--- config.mk ---
export PLATFORM = sky130hd
export DESIGN_NAME = brcond_eval
export DESIGN_NICKNAME = d
export VERILOG_FILES = /design/src/rtl/brc_pkg.sv /design/src/rtl/brc_flag_store.sv /design/src/rtl/brc_cond_mux.sv /design/src/rtl/brc_class_decode.sv /design/src/rtl/brcond_eval.sv
export SDC_FILE = /design/constraint.sdc
export NUM_CORES = 1
export LEC_CHECK = 0
export BUFFER_PORTS_ARGS = -buffer_cell sky130_fd_sc_hd__buf_2
export CAP_MARGIN = 30
export CELL_PAD_IN_SITES_DETAIL_PLACEMENT = 1
export CELL_PAD_IN_SITES_GLOBAL_PLACEMENT = 1
export CORE_MARGIN = 2
export CORE_UTILIZATION = 27
export CTS_CLUSTER_DIAMETER = 60
export CTS_CLUSTER_SIZE = 20
export DETAILED_ROUTE_END_ITERATION = 6
export GPL_ROUTABILITY_DRIVEN = 0
export PLACE_DENSITY = 0.84
export SLEW_MARGIN = 20
export SYNTH_ARGS = -nofsm -noshare
export SYNTH_HDL_FRONTEND = slang
export SYNTH_SLANG_ARGS = --single-unit
--- constraint.sdc ---
create_clock -name clk -period 1.3 [get_ports clk]
set_input_delay 0.065 -clock clk [delete_from_list [all_inputs] [get_ports clk]]
set_output_delay 0.065 -clock clk [all_outputs]
set_load 0.05 [all_outputs]
--- src/rtl/brc_pkg.sv ---
package brc_pkg;
  localparam int CODE_W  = 4;
  localparam int FLAG_W  = 8;
  localparam int ALU_W   = 4;

  localparam logic [CODE_W-1:0] CLS_REG      = 4'd1;
  localparam logic [CODE_W-1:0] CLS_IMM      = 4'd2;
  localparam logic [CODE_W-1:0] CLS_REL      = 4'd5;
  localparam logic [CODE_W-1:0] CLS_REL_IND  = 4'd6;
  localparam logic [CODE_W-1:0] CLS_CALL     = 4'd10;
  localparam logic [CODE_W-1:0] CLS_CALL_REL = 4'd11;
  localparam logic [CODE_W-1:0] CLS_CALL_IND = 4'd12;
  localparam logic [CODE_W-1:0] DEST_PC      = 4'd1;
endpackage

--- src/rtl/brc_flag_store.sv ---
module brc_flag_store #(
  parameter int FLAG_W = 8,
  parameter int ALU_W  = 4
) (
  input  logic              clk,
  input  logic              rst_n,
  input  logic              upd_we,
  input  logic [ALU_W-1:0]  upd_val,
  input  logic              rst_we,
  input  logic [FLAG_W-1:0] rst_val,
  output logic [FLAG_W-1:0] q
);
  localparam int HI_W = FLAG_W - ALU_W;

  logic [FLAG_W-1:0] nxt;

  always_comb begin
    nxt = q;
    if (rst_we)      nxt = rst_val;
    else if (upd_we) nxt = {q[FLAG_W-1 -: HI_W], upd_val};
  end

  always_ff @(posedge clk or negedge rst_n) begin
    if (!rst_n) q <= '0;
    else        q <= nxt;
  end
endmodule

--- src/rtl/brc_cond_mux.sv ---
module brc_cond_mux #(
  parameter int FLAG_W = 8,
  parameter int CODE_W = 4
) (
  input  logic [FLAG_W-1:0] flags,
  input  logic [CODE_W-1:0] code,
  output logic              met
);
  localparam int NCODES = 1 << CODE_W;

  logic [NCODES-1:0] hit;

  assign hit[0] = 1'b1;

  for (genvar k = 1; k < NCODES; k++) begin : g_code
    localparam int IDX = (k - 1) / 2;
    if (IDX < FLAG_W) begin : g_flag
      if (k % 2 == 1) begin : g_set
        assign hit[k] = flags[IDX];
      end else begin : g_clr
        assign hit[k] = ~flags[IDX];
      end
    end else begin : g_none
      assign hit[k] = 1'b0;
    end
  end

  assign met = hit[code];
endmodule

--- src/rtl/brc_class_decode.sv ---
module brc_class_decode
  import brc_pkg::*;
(
  input  logic [CODE_W-1:0] cls,
  input  logic [CODE_W-1:0] cond,
  input  logic [CODE_W-1:0] dest,
  output logic              cond_class,
  output logic              call_class,
  output logic              imm_br,
  output logic              imm_alu
);
  logic to_pc;
  logic is_imm;

  assign to_pc  = (dest == DEST_PC);
  assign is_imm = (cls == CLS_IMM);

  always_comb begin
    unique case (cls)
      CLS_REG, CLS_IMM, CLS_REL, CLS_REL_IND: cond_class = to_pc;
      default:                                cond_class = 1'b0;
    endcase
    unique case (cls)
      CLS_CALL, CLS_CALL_REL, CLS_CALL_IND: call_class = 1'b1;
      default:                              call_class = 1'b0;
    endcase
  end

  assign imm_br  = is_imm && (cond != '0) &&  to_pc;
  assign imm_alu = is_imm && (cond != '0) && !to_pc;
endmodule

--- src/rtl/brcond_eval.sv ---
module brcond_eval
  import brc_pkg::*;
(
  input  logic              clk,
  input  logic              rst_n,
  input  logic [CODE_W-1:0] op_class,
  input  logic [CODE_W-1:0] op_cond,
  input  logic [CODE_W-1:0] op_dest,
  input  logic              alu_flag_we,
  input  logic [ALU_W-1:0]  alu_flags,
  input  logic              flag_restore,
  input  logic [FLAG_W-1:0] restore_flags,
  output logic [FLAG_W-1:0] flags,
  output logic              br_taken,
  output logic              imm_cond_br,
  output logic              imm_alu_op
);
  logic cond_met;
  logic cond_class;
  logic call_class;

  brc_flag_store #(.FLAG_W(FLAG_W), .ALU_W(ALU_W)) u_flags (
    .clk     (clk),
    .rst_n   (rst_n),
    .upd_we  (alu_flag_we),
    .upd_val (alu_flags),
    .rst_we  (flag_restore),
    .rst_val (restore_flags),
    .q       (flags)
  );

  brc_cond_mux #(.FLAG_W(FLAG_W), .CODE_W(CODE_W)) u_mux (
    .flags (flags),
    .code  (op_cond),
    .met   (cond_met)
  );

  brc_class_decode u_dec (
    .cls        (op_class),
    .cond       (op_cond),
    .dest       (op_dest),
    .cond_class (cond_class),
    .call_class (call_class),
    .imm_br     (imm_cond_br),
    .imm_alu    (imm_alu_op)
  );

  assign br_taken = call_class | (cond_class & cond_met);
endmodule

# Word-level counts from Yosys, hierarchy flattened
# Index checks and enable logic that the tools add are counted.
# W data, S select, Z words.
# totals
register_bits	8
word_cells	34
output_inout_bits	11
# op_classes
bitwise	9
magnitude_cmp	1
reduce_logical	8
eq_ne	8
n_mux	6
# ops
operator	n
$eq A4 B4 Y1 const B	3
$eq A4 B1 Y1 const B	2
$eq A4 B3 Y1 const B	2
$mux W8	1
$not A1 Y1	7
$lt A4 B5 Y1 const B	1
$bmux W1 S4	1
$eq A4 B2 Y1 const B	1
$mux W4	1
$reduce_bool A4 Y1	1
$reduce_or A4 Y1	1
$logic_and A1 B1 Y1	3
$mux W1	3
$reduce_or A3 Y1	1
$reduce_bool A2 Y1	1
$and A1 B1 Y1	1
$logic_not A1 Y1	1
$or A1 B1 Y1	1

# Longest topological paths before layout
# Gate-level depths: netlist (run 1).
# logic_depth
ltp_word	5
mapped_depth	5
depth_no_buf	4

# By module
# A second synthesis (run 1) with hierarchy kept.
# unflattened
hier_cells	54
area_unflattened_um2	589.3
# modules_own_cells
mod	cells_per_inst	n_inst	area_per_inst_um2
brc_flag_store	26	1	346.6
brc_cond_mux	17	1	143.9
brc_class_decode	10	1	91.3
brcond_eval	1	1	7.5

# Worst setup path after synthesis (run 1)
# No wires, ideal clock.
# synth_timing
kind	reg-to-output
startpoint	register u_flags.q[1]
endpoint	output port br_taken
stages_incl_launch_ff	5
arrival_ns	1.514
slack_ns	-0.279
path_buffers	0
cell_sequence	dfrtp_1 and3_1 nor4_1 nor4_2 a32o_2
# synth_via
elab_chain_cells	5
# synth_lines
item	line	source
start, declared	brc_flag_store.sv:11	output logic [FLAG_W-1:0] q
start signal, assigned	brc_flag_store.sv:25	else q <= nxt;
$not A1 Y1	brc_cond_mux.sv:21	assign hit[k] = ~flags[IDX];
$bmux W1 S4 (*)	brc_cond_mux.sv:28	assign met = hit[code];
$mux W1 (implied by the code) (*)	brc_cond_mux.sv:28	
$and A1 B1 Y1 (*)	brcond_eval.sv:48	assign br_taken = call_class | (cond_class & cond_met);
$or A1 B1 Y1 (*)	brcond_eval.sv:48	
end, declared	brcond_eval.sv:14	output logic br_taken,
# Mark *: on every way between the ends. The rest lies on a longest branch, timed or not. The select of a mux whose other input is x is not followed.

# Worst setup path in the final report (run 1)
# Same ends and word-level chain as after synthesis.

==> results of run 1 <==
## cells in the mapped netlist
cell,instances
a211oi_1,1
a2bb2oi_1,1
a32o_2,1
and3_1,1
buf_2,3
clkbuf_1,2
dfrtp_1,8
mux2_2,5
mux2i_1,8
nand2_1,6
nand2b_1,1
nand3b_1,1
nor2_1,4
nor2b_1,2
nor4_1,1
nor4_2,1
nor4b_1,1
o2111ai_1,1
o211a_1,1
o21ai_0,5
o41ai_1,1
or4b_4,1
xnor2_1,1
## tightest hold or removal path, cell delays in order
cell and delay, ns:
buf_2 0.07, nand2_1 0.03, o21ai_0 0.06
## report_power, final
part	internal (mW)	leakage [nW]	switching [mW]	total (mW)
sequential	0.276	0.0897	0.0181	0.294
clock	0.118	0.0150	0.0927	0.211
combinational	0.140	0.345	0.192	0.332
## worst min path at each step
stage | start | slack [ns] | endpoint
after floorplan | rst_n | -0.23 | u_flags.q[0]$_DFFE_PN0P_
after global routing | restore_flags[0] | 0.003 | u_flags.q[0]$_DFFE_PN0P_
final | restore_flags[0] | 0.002 | u_flags.q[0]$_DFFE_PN0P_
after detailed placement | rst_n | -0.08 | u_flags.q[4]$_DFFE_PN0P_
after global placement | rst_n | -0.09 | u_flags.q[2]$_DFFE_PN0P_
after CTS | restore_flags[0] | 0.005 | u_flags.q[0]$_DFFE_PN0P_
## placed cells by master (no fill, tap or decap), types with 2 or more instances in the layout
master / n
mux2_2: 5
nor2b_1: 2
nor2_1: 3
buf_2: 37
o21ai_0: 5
dfrtp_1: 3
clkbuf_4: 3
buf_4: 10
dfrtp_2: 5
mux2i_1: 7
nand2_1: 6
## cell families (layout without fill, tap and decap cells)
logic type | Yosys count | in the layout
AOI/OAI and AO/OA | 11 | 11
xor gates and xnor gates | 1 | 1
buffers and inverters | 5 | 53
DFF | 8 | 8
muxes | 13 | 13
and+or+nand+nor | 19 | 19
## metal layers
metal  routed length [um]  up-vias
met1                  660      289
li1                     -      308
met2                  882       20
met4                   15        0
met5                    0        -
met3                   97        2
## layout make-up
cell class | count | area share [%]
clock buffers | 4 | 2.88
multi-input cells | 44 | 39.8
flip-flops and latches | 8 | 22.7
well taps | 27 | 3.71
repair buffers | 49 | 30.9
## timing repair
item                                    CTS  global route
hold buffers                              1             0
endpoints found under the hold margin     8             0
pin swaps                                 0             3
buffers inserted                          0             1
gates resized for setup                   3             1
endpoints found under the setup margin    1             1
## metrics by stage
step           hold WS [ns]  std cells  TNS (ns)  power (mW)
2_1_floorplan        -0.231         57    -0.155       0.489
4_1_cts             0.00542        131    -0.330       0.833
6_report            0.00229        132    -0.317       0.837
3_3_place_gp        -0.0866        126    -0.140       0.607
5_1_grt             0.00273        132    -0.412       0.899
3_5_place_dp        -0.0848        126    -0.159       0.616
==> impl_metrics.yaml, run 1 <==
placement:
  hpwl_um: 1350
  io_buffers: 38
  dpl_worst_slack_ns: -0.159
  dpl_cell_area_um2: 848
global_routing:
  grt_usage_pct: 15.5
  grt_use_met3_pct: 3.94
  grt_util_met1_pct: 18.2
  grt_max_degree: 13
  grt_pass1_wl_um: 2910
  gr-usage-met2_pct: 25.9
  grt_overflow: 0
  grt_antenna_before_repair: 0
  grt_pass1_vias: 638
  top_usage_layer: "met2"
logic_synthesis:
  ys_seq_elements: 8
  synth_xor_area_share_pct: 1.57
  synth_top_family_by_area: "multiplexers"
  synthDistinctLibCells: 23
  muxShareOfSynthArea_pct: 24.4
  synthSimpleGateAreaFrac_pct: 19.9
  syn-num-nets: 85
  syn_avg_cell_area_um2: 9.81
  syn-cell-area_um2: 559
  yosysTopAreaCell: "dfrtp_1"
  yosys_warnings: 0
  synth_fa_ha_area_share_pct: 0
  syn_inst: 57
  yosysSeqAreaShare_pct: 35.8
  synth_area_leaders: "dfrtp_1 36%, mux2i_1 14%, mux2_2 10%"
  synth_top_area_share_pct: 35.8
  synth_compound_area_share_pct: 14.3
sta:
  period_needed_ns: 1.62
  rsz0062_at_grt: "true"
  setup_viol: 1
  worstMarginPinSlew_ns: 0.527
  hold_viol: 0
  max_freq_mhz: 618
  slew_viol_final: 0
  fin_skew_ns: 0
  relSlewSlack_pct: 64.4
  setup_ws_ns: -0.317
  fin_crit_sh_pct: 124
cells_and_area:
  nets: 134
  fin_util_pct: 46.4
  final_area_um2: 911
  largestRegisters: "u_flags.q: 8 flops"
  multi_input_area_um2: 363
  diodes: 0
  top_register: "u_flags.q"
  layout-drive-gt1-share_pct: 64.8
  register_area_um2: 206
  largest_reg_flops: 8
  fillers: 252
  area_growth_pct: 62.9
setup_path:
  cp.depth: 5
  crit_family: "simple AND/OR/NAND/NOR gates"
  crit_buf_inv: 1
  cp_slowest_cell: "dfrtp_2"
  crit_fanout: 2
  cpPeakStageDelay_ns: 0.40
  criticalPathCategory: "reg2out"
  critical_path_required_ns: 1.24
  timing.rr.end: "u_flags.q[5]$_DFFE_PN0P_"
  end_kind: "output pin"
  cp_cell_sequence: "and3_4 > nor4_4 > nor4_2 > a32o_2 > buf_6"
  cp-endpoint: "br_taken"
  rr_worst_depth: 3
  startpoint_type: "register"
  arrival_ns: 1.55
  critPathLaunch: "u_flags.q[1]$_DFFE_PN0P_"
  r2r_setup_slack_ns: 0.27
  r2r_start: "u_flags.q[5]$_DFFE_PN0P_"
cts:
  cts_tree: "built"
  cts-htree-levels: 1
  clk_pin_slew_ns: 0.06
  clk_latency_ns: 0.26
  cts_buffer_depth: 2
  cts_buffers: 3
  cts.sinks: 8
  cts-root-buf: "clkbuf_4"
flow_run:
  drv_cap: 0
power:
  p_leak_nw: 0.450
  ir_drop_v: 0.000527
  power_density_nw_per_um2: 918
worst_hold_path:
  holdCritPathClass: "in2reg"
  min_path_cells: 3
floorplan:
  num_rows: 16
  ios: 39
  fp.dieH_um: 49.5
  start_util_pct: 28.5
  fp.coreArea_um2: 1960
  die_w_um: 49.5
  die-area_um2: 2450
drt:
  finalWirelength_um: 1660
  drtPass1Iterations: 2
  final_antenna_net_count: 0
  via_per_inst: 4.69
  drc: 0
  wl_per_cell_um: 12.5
  vias: 619
  drt_iter0_drc: 1
status:
  status: "finished with violations"
  violations: "setup timing"
Power figures use the tool's default switching activity.
==> run 2, diff against run 1 <==
==> constraint.sdc (replaced) <==
create_clock -name clk -period 1.3 [get_ports clk]
set_input_delay 0.065 -clock clk [delete_from_list [all_inputs] [get_ports clk]]
set_output_delay 0.065 -clock clk [all_outputs]
set_load 0.01 [all_outputs]
==> run 2 against run 1 <==
Against the previous run: the run still ends with setup timing left; via count decreased by 3.4%; cell area decreased by 8.2%; non-clock buffer count is 6 lower; clock skew unchanged; critical path depth unchanged; die area unchanged; hold slack gained 0.017 ns; sequential cell count unchanged; power shrank 17%; largest cell class unchanged; largest power group is now sequential cells.
==> impl_metrics.yaml, run 2 (synthesis results as in run 1) <==
drt:
  wl_per_cell_um: 12.1
  final_antenna_net_count: 0
  vias: 598
  drtPass1Iterations: 3
  via_per_inst: 4.78
  drt_iter0_drc: 4
  finalWirelength_um: 1510
  drc: 0
cts:
  cts_buffers: 3
  clk_pin_slew_ns: 0.05
  cts_tree: "built"
  cts_buffer_depth: 2
  cts-root-buf: "clkbuf_4"
  cts-htree-levels: 1
  cts.sinks: 8
  clk_latency_ns: 0.25
  post_cts_buffers: 0
sta:
  hold_viol: 0
  slew_viol_final: 0
  max_freq_mhz: 641
  rsz0062_at_grt: "true"
  setup_ws_ns: -0.259
  tns_ns: -0.259
  holdWs_ns: 0.0195
  fin_skew_ns: 0
  period_needed_ns: 1.56
  relSlewSlack_pct: 73.9
  setup_viol: 1
  fin_crit_sh_pct: 120
  worstMarginPinSlew_ns: 0.386
placement:
  hpwl_um: 1290
  dp.cells: 121
  io_buffers: 38
  dpl_cell_area_um2: 791
cells_and_area:
  top_register: "u_flags.q"
  nets: 128
  largest_reg_flops: 8
  largestRegisters: "u_flags.q: 8 flops"
  layout-drive-gt1-share_pct: 55.1
  instances_no_fill: 125
  final_common_cell: "buf_2"
  diodes: 0
  layout_common_cells: "37 x buf_2, 8 x mux2i_1, 8 x dfrtp_1"
  area_growth_pct: 49.4
  final_area_um2: 836
setup_path:
  r2r_setup_slack_ns: 0.40
  timing.rr.end: "u_flags.q[5]$_DFFE_PN0P_"
  critPathLaunch: "u_flags.q[5]$_DFFE_PN0P_"
  rr_worst_depth: 2
  end_kind: "output pin"
  startpoint_type: "register"
  arrival_ns: 1.49
  r2r_start: "u_flags.q[5]$_DFFE_PN0P_"
  crit_fanout: 3
  critical_path_required_ns: 1.24
  criticalPathCategory: "reg2out"
  cp-endpoint: "br_taken"
floorplan:
  fp.dieH_um: 49.5
  fp.coreArea_um2: 1960
  num_rows: 16
  start_util_pct: 28.5
  die-area_um2: 2450
  ios: 39
  die_w_um: 49.5
status:
  violations: "setup timing"
  status: "finished with violations"
flow_run:
  drv_cap: 0
worst_hold_path:
  holdCritPathClass: "in2reg"
  hold_start: "restore_flags[0]"
global_routing:
  grt_overflow: 0
  grt_antenna_before_repair: 0
  grt_usage_pct: 13.6
  grt_max_degree: 13
  grt_pass1_wl_um: 2550
  grt_pass1_vias: 645
power:
  power_density_nw_per_um2: 830
  p_leak_nw: 0.427
  ir_drop_v: 0.000329
==> run 2: layer usage <==
layer  share of wire (%)  global-route usage (%)  wire length, um  vias to the layer above
met2                  50                    26.8              764                       24
met5                   0                       0                0                        -
met3                 5.6                    3.03               85                        3
met4                 1.6                    5.56               24                        0
met1                  42                    13.4              638                      276
li1                    -                       -                -                      295
==> run 2: final cells by class <==
type / count / area, um^2
sequential: 8 / 200
multi-input combinational: 44 / 343
tap: 27 / 33.8
timing repair buffer: 43 / 236
clock buffer: 3 / 22.5
fill: 251 / 1130
==> run 2: worst max-delay path, stage by stage, from the launching register on <==
cell and delay (ns):
dfrtp_1 0.39, mux2i_1 0.14, a2bb2oi_1 0.19, o2111ai_1 0.12, a32o_2 0.29, buf_6 0.12
==> run 2: power by group <==
part / switching (mW) / internal, mW
combinational: 0.0969 / 0.117
clock: 0.0816 / 0.105
sequential: 0.0191 / 0.274
total: 0.198 / 0.496
==> run 2: metrics by stage <==
stage               setup slack [ns]  utilization [%]  total power [mW]
floorplan                     0.0348                -             0.399
global placement             -0.0366             40.3             0.500
detailed placement           -0.0511             40.3             0.507
CTS                           -0.279             42.6             0.703
global route                  -0.356             42.6             0.749
finish                        -0.259             42.6             0.694
==> run 2: how the worst min path moves through the flow <==
stage,end,slack (ns),cells after the start
after floorplan,u_flags.q[0]$_DFFE_PN0P_,-0.23,0
after global placement,u_flags.q[0]$_DFFE_PN0P_,-0.09,1
after detailed placement,u_flags.q[0]$_DFFE_PN0P_,-0.08,1
after CTS,u_flags.q[0]$_DFFE_PN0P_,0.02,3
after global routing,u_flags.q[3]$_DFFE_PN0P_,0.02,3
final,u_flags.q[0]$_DFFE_PN0P_,0.02,3
==> run 2: timing repair <==
action / CTS / global route
endpoints found under the hold margin: 8 / 0
pin swaps: 3 / 0
setup endpoints to repair: 1 / 1
hold buffers: 1 / 0
resized for setup: 2 / 0
==> run 3, diff against run 2 <==
- CORE_UTILIZATION: 27 -> 31
- PLACE_DENSITY: 0.84 -> 0.9
- SYNTH_HIERARCHICAL: default -> 1
- clock period: 1.3 -> 2 ns (I/O delays scaled with it)
==> run 3 against run 2 <==
Against the previous run: the run now ends clean; synthesized cell count is 5.3% lower; core utilization increased by 3.5 points; clock skew did not move; sequential cell count did not move; critical path type unchanged; clock power down 37%; wire length up 6.0%; largest cell class unchanged; via count shrank 4.3%.
==> impl_metrics.yaml, run 3 <==
status:
  status: "finished clean"
cts:
  cts-root-buf: "clkbuf_4"
  cts_buffer_depth: 2
  clk_pin_slew_ns: 0.05
  clk_latency_ns: 0.24
  cts_tree: "built"
  post_cts_buffers: 0
  cts.sinks: 8
  cts_buffers: 3
  cts-htree-levels: 1
power:
  ir_drop_v: 0.000396
  p_leak_nw: 0.410
  power_density_nw_per_um2: 548
logic_synthesis:
  synth_most_common_cell: "dfrtp_1"
  yosysTopAreaCell: "dfrtp_1"
  yosys_warnings: 6
  syn-cell-area_um2: 589
  syn_inst: 54
  ys_seq_elements: 8
  yosysSeqAreaShare_pct: 34.0
  syn_avg_cell_area_um2: 10.9
  synth_edf_count: 0
  synth_area_leaders: "dfrtp_1 34%, mux2i_1 12%, mux2_2 7.6%"
  async_flop_share_pct: 100
  synth.top_cells.by_count: "8 x dfrtp_1, 7 x mux2i_1, 6 x nand2_1, 4 x mux2_2"
  synthDistinctLibCells: 25
  synth_top_area_share_pct: 34.0
  syn-num-nets: 82
  synthFlopType: "dfrtp_1"
global_routing:
  grt_antenna_before_repair: 0
  grt_util_met1_pct: 17.3
  grt_pass1_vias: 602
  grt_usage_pct: 15.4
  grt_overflow: 0
  grt_pass1_wl_um: 2470
  grt_max_degree: 13
  grt_use_met3_pct: 1.13
  top_usage_layer: "met2"
  gr-usage-met2_pct: 30.3
floorplan:
  fp.coreArea_um2: 1760
  die-area_um2: 2270
  die_w_um: 47.6
  num_rows: 15
  ios: 39
  start_util_pct: 33.4
  fp.dieH_um: 47.6
drt:
  finalWirelength_um: 1600
  via_per_inst: 4.85
  drc: 0
  drtPass1Iterations: 3
  final_antenna_net_count: 0
  drt_iter0_drc: 1
  vias: 572
  wl_per_cell_um: 13.6
cells_and_area:
  final_common_cell: "buf_2"
  final_area_um2: 813
  instances_no_fill: 118
  layout_common_cells: "38 x buf_2, 8 x dfrtp_1, 7 x mux2i_1"
  fillers: 230
  nets: 123
  layout-drive-gt1-share_pct: 55.9
  largest_reg_flops: 8
  top_register: "u_flags/q"
  largestRegisters: "u_flags/q: 8 flops"
  area_growth_pct: 38.0
  diodes: 0
placement:
  io_buffers: 38
  hpwl_um: 1360
  dp.cells: 114
  dpl_cell_area_um2: 781
sta:
  hold_viol: 0
  max_freq_mhz: 536
  rsz0062_at_grt: "false"
  tns_ns: 0
  relSlewSlack_pct: 66.6
  slew_viol_final: 0
  fin_crit_sh_pct: 93.4
  fin_skew_ns: 0
  worstMarginPinSlew_ns: 0.496
  period_needed_ns: 1.87
  setup_viol: 0
flow_run:
  drv_cap: 0
setup_path:
  crit_fanout: 4
  critical_path_required_ns: 1.90
  end_kind: "output pin"
  startpoint_type: "register"
  arrival_ns: 1.77
  criticalPathCategory: "reg2out"
worst_hold_path:
  holdCritPathClass: "in2reg"
run 3: changes by cell type after synthesis, sizes merged, moves of 2 or more:
cell and change:
clkbuf -2, nor3b +3, a31oi +3, nor2 -4
nor3 +2
run 3: layout make-up:
class	count	area [um^2]	share of cell area, %
repair buffers	39	200	24.6
well taps	25	31.3	3.85
multi-input cells	42	355	43.7
flip-flops and latches	8	200	24.6
inverters	1	3.75	0.462
clock buffers	3	22.5	2.77
run 3: routing by layer:
metal  up-vias  share of wire (%)
met2        30                 50
met3         0                8.4
met5         -                  0
met1       261                 42
li1        281                  -
met4         0                  0
run 3: worst max-delay path, stage by stage (launching register included):
cell,delay (ns)
dfrtp_1,0.41
mux4_2,0.47
or2_0,0.21
a31oi_1,0.17
a21o_1,0.14
buf_2,0.12
run 3: path summary, 6_finish.rpt:
check                                               from                       end  slack (ns)  depth (start not counted)
worst max-delay path            u_flags/q[6]$_DFFE_PN0P_                  br_taken        0.13                          5
max in group asynchronous                          rst_n  u_flags/q[3]$_DFFE_PN0P_        1.61                          2
worst min register to register  u_flags/q[7]$_DFFE_PN0P_  u_flags/q[7]$_DFFE_PN0P_        0.56                          1
worst max register to register  u_flags/q[5]$_DFFE_PN0P_  u_flags/q[5]$_DFFE_PN0P_        1.19                          1
worst min-delay path                    restore_flags[1]  u_flags/q[1]$_DFFE_PN0P_        0.06                          3
min in group asynchronous                          rst_n  u_flags/q[7]$_DFFE_PN0P_        0.22                          2
run 3: what timing repair did:
item | CTS | global route
endpoints found under the hold margin | 8 | 0
hold buffers | 1 | 0
gates resized for setup | 0 | 0
setup endpoints to repair | 0 | 0
run 3: through the flow:
step	power [mW]	hold slack [ns]	setup WS [ns]	util [%]
6_report	0.446	0.0639	0.133	46.1
5_1_grt	0.478	0.0804	0.00879	46.1
4_1_cts	0.454	0.0630	0.115	46.1
3_5_place_dp	0.330	-0.0488	0.394	44.3
3_3_place_gp	0.324	-0.0513	0.446	44.3
2_1_floorplan	0.268	-0.196	0.522	-
run 3: where the power goes:
| part | total, mW | internal [mW] | switching, mW |
|---|---|---|---|
| sequential | 0.194 | 0.178 | 0.0161 |
| combinational | 0.133 | 0.0727 | 0.0605 |
| clock | 0.118 | 0.0683 | 0.0501 |
| total | 0.446 | 0.319 | 0.127 |
run 3: cells by family (layout without fill, tap and decap cells):
family / Yosys count / after routing / share of synthesized area [%]
mux: 14 / 14 / 28.4
simple gates: 17 / 17 / 19.7
compound gates: 10 / 10 / 10.6
flops: 8 / 8 / 34.0
buf+inv: 4 / 43 / 5.73
xor+xnor: 1 / 1 / 1.49
